## config.mk

```make
export PLATFORM = sky130hd
export DESIGN_NAME = hppi_selector
export DESIGN_NICKNAME = d
export VERILOG_FILES = /design/src/rtl/hppi_pkg.sv /design/src/rtl/hppi_scan_ctrl.sv /design/src/rtl/hppi_mask_hold.sv /design/src/rtl/hppi_best_cache.sv /design/src/rtl/hppi_selector.sv
export SDC_FILE = /design/constraint.sdc
export NUM_CORES = 1
export LEC_CHECK = 0
export ABC_AREA = 1
export BUFFER_PORTS_ARGS = -buffer_cell sky130_fd_sc_hd__buf_2
export CORE_MARGIN = 1
export CORE_UTILIZATION = 45
export CTS_BUF_LIST = sky130_fd_sc_hd__clkbuf_4 sky130_fd_sc_hd__clkbuf_8
export CTS_CLUSTER_DIAMETER = 150
export DETAILED_ROUTE_END_ITERATION = 10
export GPL_TIMING_DRIVEN = 0
export HOLD_SLACK_MARGIN = 0.12
export PLACE_DENSITY = 0.69
export SYNTH_ARGS = -nofsm -noshare
export SYNTH_HDL_FRONTEND = slang
export SYNTH_SLANG_ARGS = --single-unit
export TNS_END_PERCENT = 10
```

## constraint.sdc

```tcl
create_clock -name clk -period 2.9 [get_ports clk]
set_input_delay 0.29 -clock clk [delete_from_list [all_inputs] [get_ports clk]]
set_output_delay 0.29 -clock clk [all_outputs]
set_load 0.1 [all_outputs]
```

## src/rtl/hppi_pkg.sv

```systemverilog
package hppi_pkg;

  localparam int DEF_ID_W   = 10;
  localparam int DEF_PRIO_W = 8;
  localparam int DEF_GRP_W  = 2;
  localparam int DEF_WORD_W = 32;

  typedef enum logic [1:0] {
    ST_IDLE = 2'd0,
    ST_SCAN = 2'd1,
    ST_EXT  = 2'd2,
    ST_CHK  = 2'd3
  } walk_state_e;

endpackage

```

## src/rtl/hppi_scan_ctrl.sv

```systemverilog
module hppi_scan_ctrl
  import hppi_pkg::*;
#(
  parameter int ID_W    = DEF_ID_W,
  parameter int PRIO_W  = DEF_PRIO_W,
  parameter int NUM_IDS = 1 << DEF_ID_W
) (
  input  logic              clk,
  input  logic              rst_n,
  input  logic              start_i,
  input  logic              full_i,
  input  logic [ID_W-1:0]   rng_start_i,
  input  logic [ID_W:0]     rng_len_i,
  input  logic              seen_i,
  input  logic [ID_W-1:0]   best_id_i,
  input  logic [PRIO_W-1:0] best_prio_i,
  output logic [ID_W-1:0]   scan_id_o,
  output logic              scan_act_o,
  output logic              first_o,
  output logic              ext_act_o,
  output logic              pass_start_o,
  output logic              clear_best_o,
  output logic              busy_o,
  output logic              done_o
);

  localparam int CNT_W = ID_W + 2;
  localparam logic [CNT_W-1:0] NUM_C = CNT_W'(NUM_IDS);
  localparam logic [PRIO_W-1:0] EMPTY = {PRIO_W{1'b1}};

  walk_state_e      st_q, st_d;
  logic [CNT_W-1:0] cur_q, cur_d, lo_q, lo_d, hi_q, hi_d;
  logic             full_q, full_d, first_q, first_d, done_q, done_d;

  logic [CNT_W-1:0] req_lo, req_sum, req_hi, best_ext;
  logic             fallback;

  always_comb begin
    req_sum  = {2'b00, rng_start_i} + {1'b0, rng_len_i};
    req_lo   = full_i ? '0 : {2'b00, rng_start_i};
    req_hi   = full_i ? NUM_C : ((req_sum > NUM_C) ? NUM_C : req_sum);
    best_ext = {2'b00, best_id_i};
    fallback = !full_q && !seen_i && (best_prio_i != EMPTY) &&
               (best_ext >= lo_q) && (best_ext < hi_q);
  end

  always_comb begin
    st_d         = st_q;
    cur_d        = cur_q;
    lo_d         = lo_q;
    hi_d         = hi_q;
    full_d       = full_q;
    first_d      = first_q;
    done_d       = 1'b0;
    pass_start_o = 1'b0;
    clear_best_o = 1'b0;
    unique case (st_q)
      ST_IDLE: begin
        if (start_i) begin
          lo_d         = req_lo;
          hi_d         = req_hi;
          cur_d        = req_lo;
          full_d       = full_i;
          first_d      = 1'b1;
          pass_start_o = 1'b1;
          clear_best_o = full_i;
          st_d         = (req_lo < req_hi) ? ST_SCAN : ST_EXT;
        end
      end
      ST_SCAN: begin
        first_d = 1'b0;
        cur_d   = cur_q + 1'b1;
        if (cur_q == hi_q - 1'b1) st_d = ST_EXT;
      end
      ST_EXT: st_d = ST_CHK;
      ST_CHK: begin
        if (fallback) begin
          lo_d         = '0;
          hi_d         = NUM_C;
          cur_d        = '0;
          full_d       = 1'b1;
          first_d      = 1'b1;
          pass_start_o = 1'b1;
          clear_best_o = 1'b1;
          st_d         = ST_SCAN;
        end else begin
          done_d = 1'b1;
          st_d   = ST_IDLE;
        end
      end
      default: st_d = ST_IDLE;
    endcase
  end

  always_ff @(posedge clk or negedge rst_n) begin
    if (!rst_n) begin
      st_q    <= ST_IDLE;
      cur_q   <= '0;
      lo_q    <= '0;
      hi_q    <= '0;
      full_q  <= 1'b0;
      first_q <= 1'b0;
      done_q  <= 1'b0;
    end else begin
      st_q    <= st_d;
      cur_q   <= cur_d;
      lo_q    <= lo_d;
      hi_q    <= hi_d;
      full_q  <= full_d;
      first_q <= first_d;
      done_q  <= done_d;
    end
  end

  assign scan_id_o  = cur_q[ID_W-1:0];
  assign scan_act_o = (st_q == ST_SCAN);
  assign first_o    = first_q;
  assign ext_act_o  = (st_q == ST_EXT);
  assign busy_o     = (st_q != ST_IDLE);
  assign done_o     = done_q;


  done_single_chk: assert property (@(posedge clk) disable iff (!rst_n)
    done_o |=> !done_o);


  done_idle_chk: assert property (@(posedge clk) disable iff (!rst_n)
    done_o |-> !busy_o);


  busy_start_ignored_chk: assert property (@(posedge clk) disable iff (!rst_n)
    (scan_act_o && start_i) |=> ($stable(lo_q) && $stable(hi_q) && $stable(full_q)));

endmodule

```

## src/rtl/hppi_mask_hold.sv

```systemverilog
module hppi_mask_hold
  import hppi_pkg::*;
#(
  parameter int ID_W   = DEF_ID_W,
  parameter int WORD_W = DEF_WORD_W
) (
  input  logic                          clk,
  input  logic                          rst_n,
  input  logic                          scan_act_i,
  input  logic                          first_i,
  input  logic [ID_W-1:0]               scan_id_i,
  input  logic [WORD_W-1:0]             elig_word_i,
  output logic [ID_W-$clog2(WORD_W)-1:0] word_idx_o,
  output logic                          elig_bit_o
);

  localparam int OFF_W = $clog2(WORD_W);

  logic [WORD_W-1:0] mask_q, live_word;
  logic [OFF_W-1:0]  bit_pos;
  logic              reload;

  always_comb begin
    bit_pos   = scan_id_i[OFF_W-1:0];
    reload    = first_i || (bit_pos == '0);
    live_word = reload ? elig_word_i : mask_q;
  end

  always_ff @(posedge clk or negedge rst_n) begin
    if (!rst_n) begin
      mask_q <= '0;
    end else if (scan_act_i && reload) begin
      mask_q <= elig_word_i;
    end
  end

  assign word_idx_o = scan_id_i[ID_W-1:OFF_W];
  assign elig_bit_o = live_word[bit_pos];


  mask_hold_chk: assert property (@(posedge clk) disable iff (!rst_n)
    (scan_act_i && !reload) |=> $stable(mask_q));

endmodule

```

## src/rtl/hppi_best_cache.sv

```systemverilog
module hppi_best_cache
  import hppi_pkg::*;
#(
  parameter int ID_W   = DEF_ID_W,
  parameter int PRIO_W = DEF_PRIO_W,
  parameter int GRP_W  = DEF_GRP_W
) (
  input  logic              clk,
  input  logic              rst_n,
  input  logic              pass_start_i,
  input  logic              clear_best_i,
  input  logic              cand_vld_i,
  input  logic [ID_W-1:0]   cand_id_i,
  input  logic [PRIO_W-1:0] cand_prio_i,
  input  logic [GRP_W-1:0]  cand_grp_i,
  output logic [ID_W-1:0]   best_id_o,
  output logic [PRIO_W-1:0] best_prio_o,
  output logic [GRP_W-1:0]  best_grp_o,
  output logic              seen_o
);

  logic [ID_W-1:0]   id_q, id_d;
  logic [PRIO_W-1:0] prio_q, prio_d;
  logic [GRP_W-1:0]  grp_q, grp_d;
  logic              seen_q, seen_d;
  logic              wins, take;

  always_comb begin
    wins   = (cand_prio_i < prio_q) ||
             ((cand_prio_i == prio_q) && (cand_id_i <= id_q));
    take   = cand_vld_i && wins;
    id_d   = id_q;
    prio_d = prio_q;
    grp_d  = grp_q;
    seen_d = seen_q;
    if (pass_start_i) begin
      seen_d = 1'b0;
      if (clear_best_i) prio_d = {PRIO_W{1'b1}};
    end else if (take) begin
      id_d   = cand_id_i;
      prio_d = cand_prio_i;
      grp_d  = cand_grp_i;
      seen_d = 1'b1;
    end
  end

  always_ff @(posedge clk or negedge rst_n) begin
    if (!rst_n) begin
      id_q   <= '0;
      prio_q <= {PRIO_W{1'b1}};
      grp_q  <= '0;
      seen_q <= 1'b0;
    end else begin
      id_q   <= id_d;
      prio_q <= prio_d;
      grp_q  <= grp_d;
      seen_q <= seen_d;
    end
  end

  assign best_id_o   = id_q;
  assign best_prio_o = prio_q;
  assign best_grp_o  = grp_q;
  assign seen_o      = seen_q;


  prio_never_worse_chk: assert property (@(posedge clk) disable iff (!rst_n)
    (cand_vld_i && !pass_start_i) |=> (best_prio_o <= $past(best_prio_o)));


  grp_hold_chk: assert property (@(posedge clk) disable iff (!rst_n)
    (!cand_vld_i && !pass_start_i) |=> ($stable(best_grp_o) && $stable(best_id_o)));


  clear_empty_chk: assert property (@(posedge clk) disable iff (!rst_n)
    (pass_start_i && clear_best_i) |=> (best_prio_o == {PRIO_W{1'b1}}));

endmodule

```

## src/rtl/hppi_selector.sv

```systemverilog
module hppi_selector
  import hppi_pkg::*;
#(
  parameter int ID_W    = DEF_ID_W,
  parameter int PRIO_W  = DEF_PRIO_W,
  parameter int GRP_W   = DEF_GRP_W,
  parameter int WORD_W  = DEF_WORD_W,
  parameter int NUM_IDS = 1 << DEF_ID_W
) (
  input  logic                           clk,
  input  logic                           rst_n,
  input  logic                           start_i,
  input  logic                           full_i,
  input  logic [ID_W-1:0]                rng_start_i,
  input  logic [ID_W:0]                  rng_len_i,
  output logic [ID_W-1:0]                scan_id_o,
  output logic                           scan_act_o,
  output logic [ID_W-$clog2(WORD_W)-1:0] word_idx_o,
  input  logic [WORD_W-1:0]              elig_word_i,
  input  logic [PRIO_W-1:0]              cand_prio_i,
  input  logic [GRP_W-1:0]               cand_grp_i,
  input  logic                           cand_routed_i,
  input  logic                           ext_en_i,
  input  logic                           grp1ns_en_i,
  input  logic [ID_W-1:0]                ext_id_i,
  input  logic [PRIO_W-1:0]              ext_prio_i,
  input  logic [GRP_W-1:0]               ext_grp_i,
  output logic                           busy_o,
  output logic                           done_o,
  output logic [ID_W-1:0]                best_id_o,
  output logic [PRIO_W-1:0]              best_prio_o,
  output logic [GRP_W-1:0]               best_grp_o
);

  logic rst_s1_q, rst_s2_q;
  always_ff @(posedge clk or negedge rst_n) begin
    if (!rst_n) begin
      rst_s1_q <= 1'b0;
      rst_s2_q <= 1'b0;
    end else begin
      rst_s1_q <= 1'b1;
      rst_s2_q <= rst_s1_q;
    end
  end

  logic              first, ext_act, pass_start, clear_best, seen, elig_bit;
  logic              scan_hit, ext_hit, cand_vld;
  logic [ID_W-1:0]   cand_id;
  logic [PRIO_W-1:0] cand_prio;
  logic [GRP_W-1:0]  cand_grp;

  hppi_scan_ctrl #(.ID_W(ID_W), .PRIO_W(PRIO_W), .NUM_IDS(NUM_IDS)) u_ctrl (
    .clk          (clk),
    .rst_n        (rst_s2_q),
    .start_i      (start_i),
    .full_i       (full_i),
    .rng_start_i  (rng_start_i),
    .rng_len_i    (rng_len_i),
    .seen_i       (seen),
    .best_id_i    (best_id_o),
    .best_prio_i  (best_prio_o),
    .scan_id_o    (scan_id_o),
    .scan_act_o   (scan_act_o),
    .first_o      (first),
    .ext_act_o    (ext_act),
    .pass_start_o (pass_start),
    .clear_best_o (clear_best),
    .busy_o       (busy_o),
    .done_o       (done_o)
  );

  hppi_mask_hold #(.ID_W(ID_W), .WORD_W(WORD_W)) u_mask (
    .clk         (clk),
    .rst_n       (rst_s2_q),
    .scan_act_i  (scan_act_o),
    .first_i     (first),
    .scan_id_i   (scan_id_o),
    .elig_word_i (elig_word_i),
    .word_idx_o  (word_idx_o),
    .elig_bit_o  (elig_bit)
  );

  always_comb begin
    scan_hit  = scan_act_o && elig_bit && cand_routed_i;
    ext_hit   = ext_act && ext_en_i && grp1ns_en_i &&
                (ext_prio_i != {PRIO_W{1'b1}});
    cand_vld  = scan_hit || ext_hit;
    cand_id   = ext_act ? ext_id_i   : scan_id_o;
    cand_prio = ext_act ? ext_prio_i : cand_prio_i;
    cand_grp  = ext_act ? ext_grp_i  : cand_grp_i;
  end

  hppi_best_cache #(.ID_W(ID_W), .PRIO_W(PRIO_W), .GRP_W(GRP_W)) u_best (
    .clk          (clk),
    .rst_n        (rst_s2_q),
    .pass_start_i (pass_start),
    .clear_best_i (clear_best),
    .cand_vld_i   (cand_vld),
    .cand_id_i    (cand_id),
    .cand_prio_i  (cand_prio),
    .cand_grp_i   (cand_grp),
    .best_id_o    (best_id_o),
    .best_prio_o  (best_prio_o),
    .best_grp_o   (best_grp_o),
    .seen_o       (seen)
  );


  unrouted_skip_chk: assert property (@(posedge clk) disable iff (!rst_s2_q)
    (scan_act_o && !cand_routed_i) |=> $stable(best_prio_o));


  ext_gate_chk: assert property (@(posedge clk) disable iff (!rst_s2_q)
    (ext_act && !(ext_en_i && grp1ns_en_i)) |=> $stable(best_id_o));

endmodule

```

==> metrics.txt <==
first-pass GRT wire length 33700 um; Root Buffer Master clkbuf_8; Die X 130 um; Slew Limit Fails 0; RSZ-0062 raised after global routing yes; DPL Wire Length 16600 um; met2 GRT Util 41.9%; Area contributors post-synth dfrtp_1 29%, nand2_1 13%, ha_1 11%, inv_1 7.8%, nand3_1 4.5%; Core Rows 46; Clock Sinks 94; fmax 357 MHz; GP Congestion 0.935; Max Root-Sink Buffers 2; hold path start elig_word_i[26]; FF+latch count, synth 94; Final Cell Area 8910 um^2; gr busiest metal met2; count of different cell masters after synthesis 46; core area 15900 um^2; CP Class input pin to flop; port bufs 127; fin crit share 96.6%; 1st-pass router iterations 5; syn_nets 1173; Post-Synthesis Cells 1019; GR Util met3 4.10%; slowest cell delay on critical path 0.37 ns; drt first-iter violations 452; total power 10700 uW; PwrDens 1200 nW/um^2; most common cell after layout, fill and taps aside nand2_1; die height 130 um; worst path buffer plus inverter count 3; Ant. Diodes 0; share of layout cells above drive strength 1 23.8%; CP arrival 3.09 ns; crit end category flop; via count 7395; GRT Total Usage 26.1%; post-synthesis sequential area ratio 32.0%; vias per cell 5.29; outcome completed; TritonCTS clock tree done; die area 16900 um^2; GRT overflow 0; Hold/Removal Path Class input pin to flop; Synth area leader dfrtp_1; measured slew at the worst slew-check pin 0.723 ns; Hold Vio Cnt, Final 0; worst vdd ir 0.000967 V; # setup viols final 0; H-tree Lvls 3; most frequent cells in the layout 253 x nand2_1, 150 x inv_1, 130 x buf_2, 85 x dfrtp_1, 63 x nor2_1; CP required 3.19 ns; Top FF cell, synth dfrtp_1; met1 GRT Util 35.3%; Worst-Skew Late Latency 0.40 ns; Initial Utilization 46.3%; total of max-cap violations 0; CP dominant cell by count nand2_1; share of the synthesized area in the top cell type 29.2%; crit path launch rng_start_i[0]; synthesis-to-layout area growth 20.7%; # IOs 128; Async SR Flop Fraction 100%; Avg Cell Area, Syn 7.24 um^2; Num CTS Buffers 9; number of routed nets with antenna violations 0; clock skew 0.0180 ns; clk slew on worst S/H paths 0.10 ns; # nets final 1332; WL final 21300 um; Placement Cell Area 8350 um^2; Cell Chain, Critical Path buf_4, ha_4, fa_2, nand2_1, nand2_1, nand3_1, nand2_1, nand2_1, nand2_1, nor2_1, nand3_1, nand2_2, nand2_1, inv_2, buf_6, nand2_1, ha_1, nand3_2, nor3_2, nand2_1, nand2_2, nand2_2, nand2_1, nand2_1; Routed WL per cell 15.3 um; Max Fanout on Critical Path 7; vias in the first global route 6821; Synthesis Warnings 0; largest net degree at the start of global routing 52; Slew headroom 51.6%; Slowest cell on crit path fa_2; R2R Path Start u_ctrl.cur_q[0]; critical path launch point type input pin; post-route minimum period 2.80 ns; number of synthesized flops with an enable pin 0; initial antenna violation count 0; drt drc 0; Worst path top cell family by delay simple AND/OR/NAND/NOR gates; static leakage 0.00466 uW; Post-Syn Area 7380 um^2
==> Yosys cell counts, drive strengths merged, types with 6 or more instances <==
master	n
nand3	70
dfrtp	86
clkbuf	16
nor2	64
a21oi	42
nor3	13
o21ai	79
o211ai	24
dfstp	8
ha	63
mux2	9
nand3b	6
xor2	15
o22ai	11
nand2	270
buf	32
nand4	20
inv	156
==> cell families (layout without fill, tap and decap cells) <==
| logic type | Yosys count | in the layout | synth area share, % |
|---|---|---|---|
| other | 1 | 1 | 0.0508 |
| buffers and inverters | 205 | 369 | 12.2 |
| flip-flops | 94 | 94 | 32.0 |
| XOR/XNOR | 19 | 19 | 2.26 |
| adder cells (fa/ha/maj) | 64 | 64 | 11.0 |
| AO/OA/AOI/OAI | 178 | 178 | 14.8 |
| multiplexers | 12 | 12 | 1.78 |
| AND/OR/NAND/NOR | 446 | 446 | 25.9 |
==> registers in the layout (all words and copies together) (netlist names) <==
name / flops
u_ctrl.hi_q: 12
u_ctrl.first_o: 1
rst_s1_q: 1
u_best.best_prio_o: 8
u_ctrl.st_q: 2
u_ctrl.done_o: 1
u_best.seen_o: 1
u_ctrl.lo_q: 10
u_mask.mask_q: 32
u_ctrl.full_q: 1
u_ctrl.cur_q: 12
u_best.best_id_o: 10
u_best.best_grp_o: 2
rst_s2_q: 1
==> routing by layer <==
layer | part of all wire, % | up-vias | routed length, um
li1 | - | 3649 | -
met1 | 46 | 3439 | 9730
met2 | 45 | 273 | 9630
met3 | 6.6 | 34 | 1410
met4 | 2.7 | 0 | 571
met5 | 0 | - | 0
==> final timing paths <==
path                                         end  slack [ns]  depth (start not counted)
max                               u_ctrl.st_q[0]         0.1                         24
min                            u_mask.mask_q[26]        0.13                          2
max reg2reg                  u_best.best_id_o[0]        0.11                         19
min reg2reg                             rst_s2_q        0.36                          0
max in group asynchronous  u_best.best_prio_o[5]        1.75                          1
min in group asynchronous               rst_s2_q        0.19                          2
==> power breakdown <==
group	leakage, uW	internal (uW)	switching (uW)	total (uW)
combinational	0.00339	2390	5000	7400
clock	0.0000964	372	498	870
sequential	0.00117	1910	490	2400
total	0.00466	4670	5990	10700
==> layout make-up <==
type,instances,area [um^2]
clock inverters,4,30.0
well taps,216,270
inverters,157,603
multi-input cells,720,4270
fillers,1547,7030
plain buffers,47,378
repair buffers,149,836
clock buffers,12,159
flip-flops and latches,94,2370
==> metrics by stage <==
stage | util [%] | std cells | setup TNS [ns] | hold slack (ns) | setup WS [ns]
final | 55.9 | 1399 | 0 | 0.133 | 0.0998
after global routing | 55.9 | 1399 | -0.660 | 0.135 | -0.159
after detailed placement | 52.4 | 1363 | -11.31 | 0.0785 | -0.616
after global placement | 52.2 | 1362 | -106.72 | 0.0752 | -1.13
after CTS | 54.3 | 1385 | 0 | 0.130 | 0.0129
after floorplan | - | 1019 | -0.0837 | -0.00559 | -0.0446
==> worst register-to-register path, delay by kind of cell (launching register included) <==
kind	cells	cell delay (ns)
buffers and inverters	6	0.74
flip-flops	1	0.41
adder cells (fa/ha/maj)	1	0.18
AO/OA/AOI/OAI	3	0.40
AND/OR/NAND/NOR	9	0.94
==> repair_timing <==
| action | 4_1_cts | 5_1_grt |
|---|---|---|
| setup buffers | 6 | 13 |
| pin swaps | 1 | 19 |
| hold endpoints to repair | 2 | 0 |
| resized for setup | 19 | 45 |
| cloned | 0 | 1 |
| hold buffers | 1 | 0 |
| endpoints found under the setup margin | 23 | 24 |
Power figures use the tool's default switching activity.
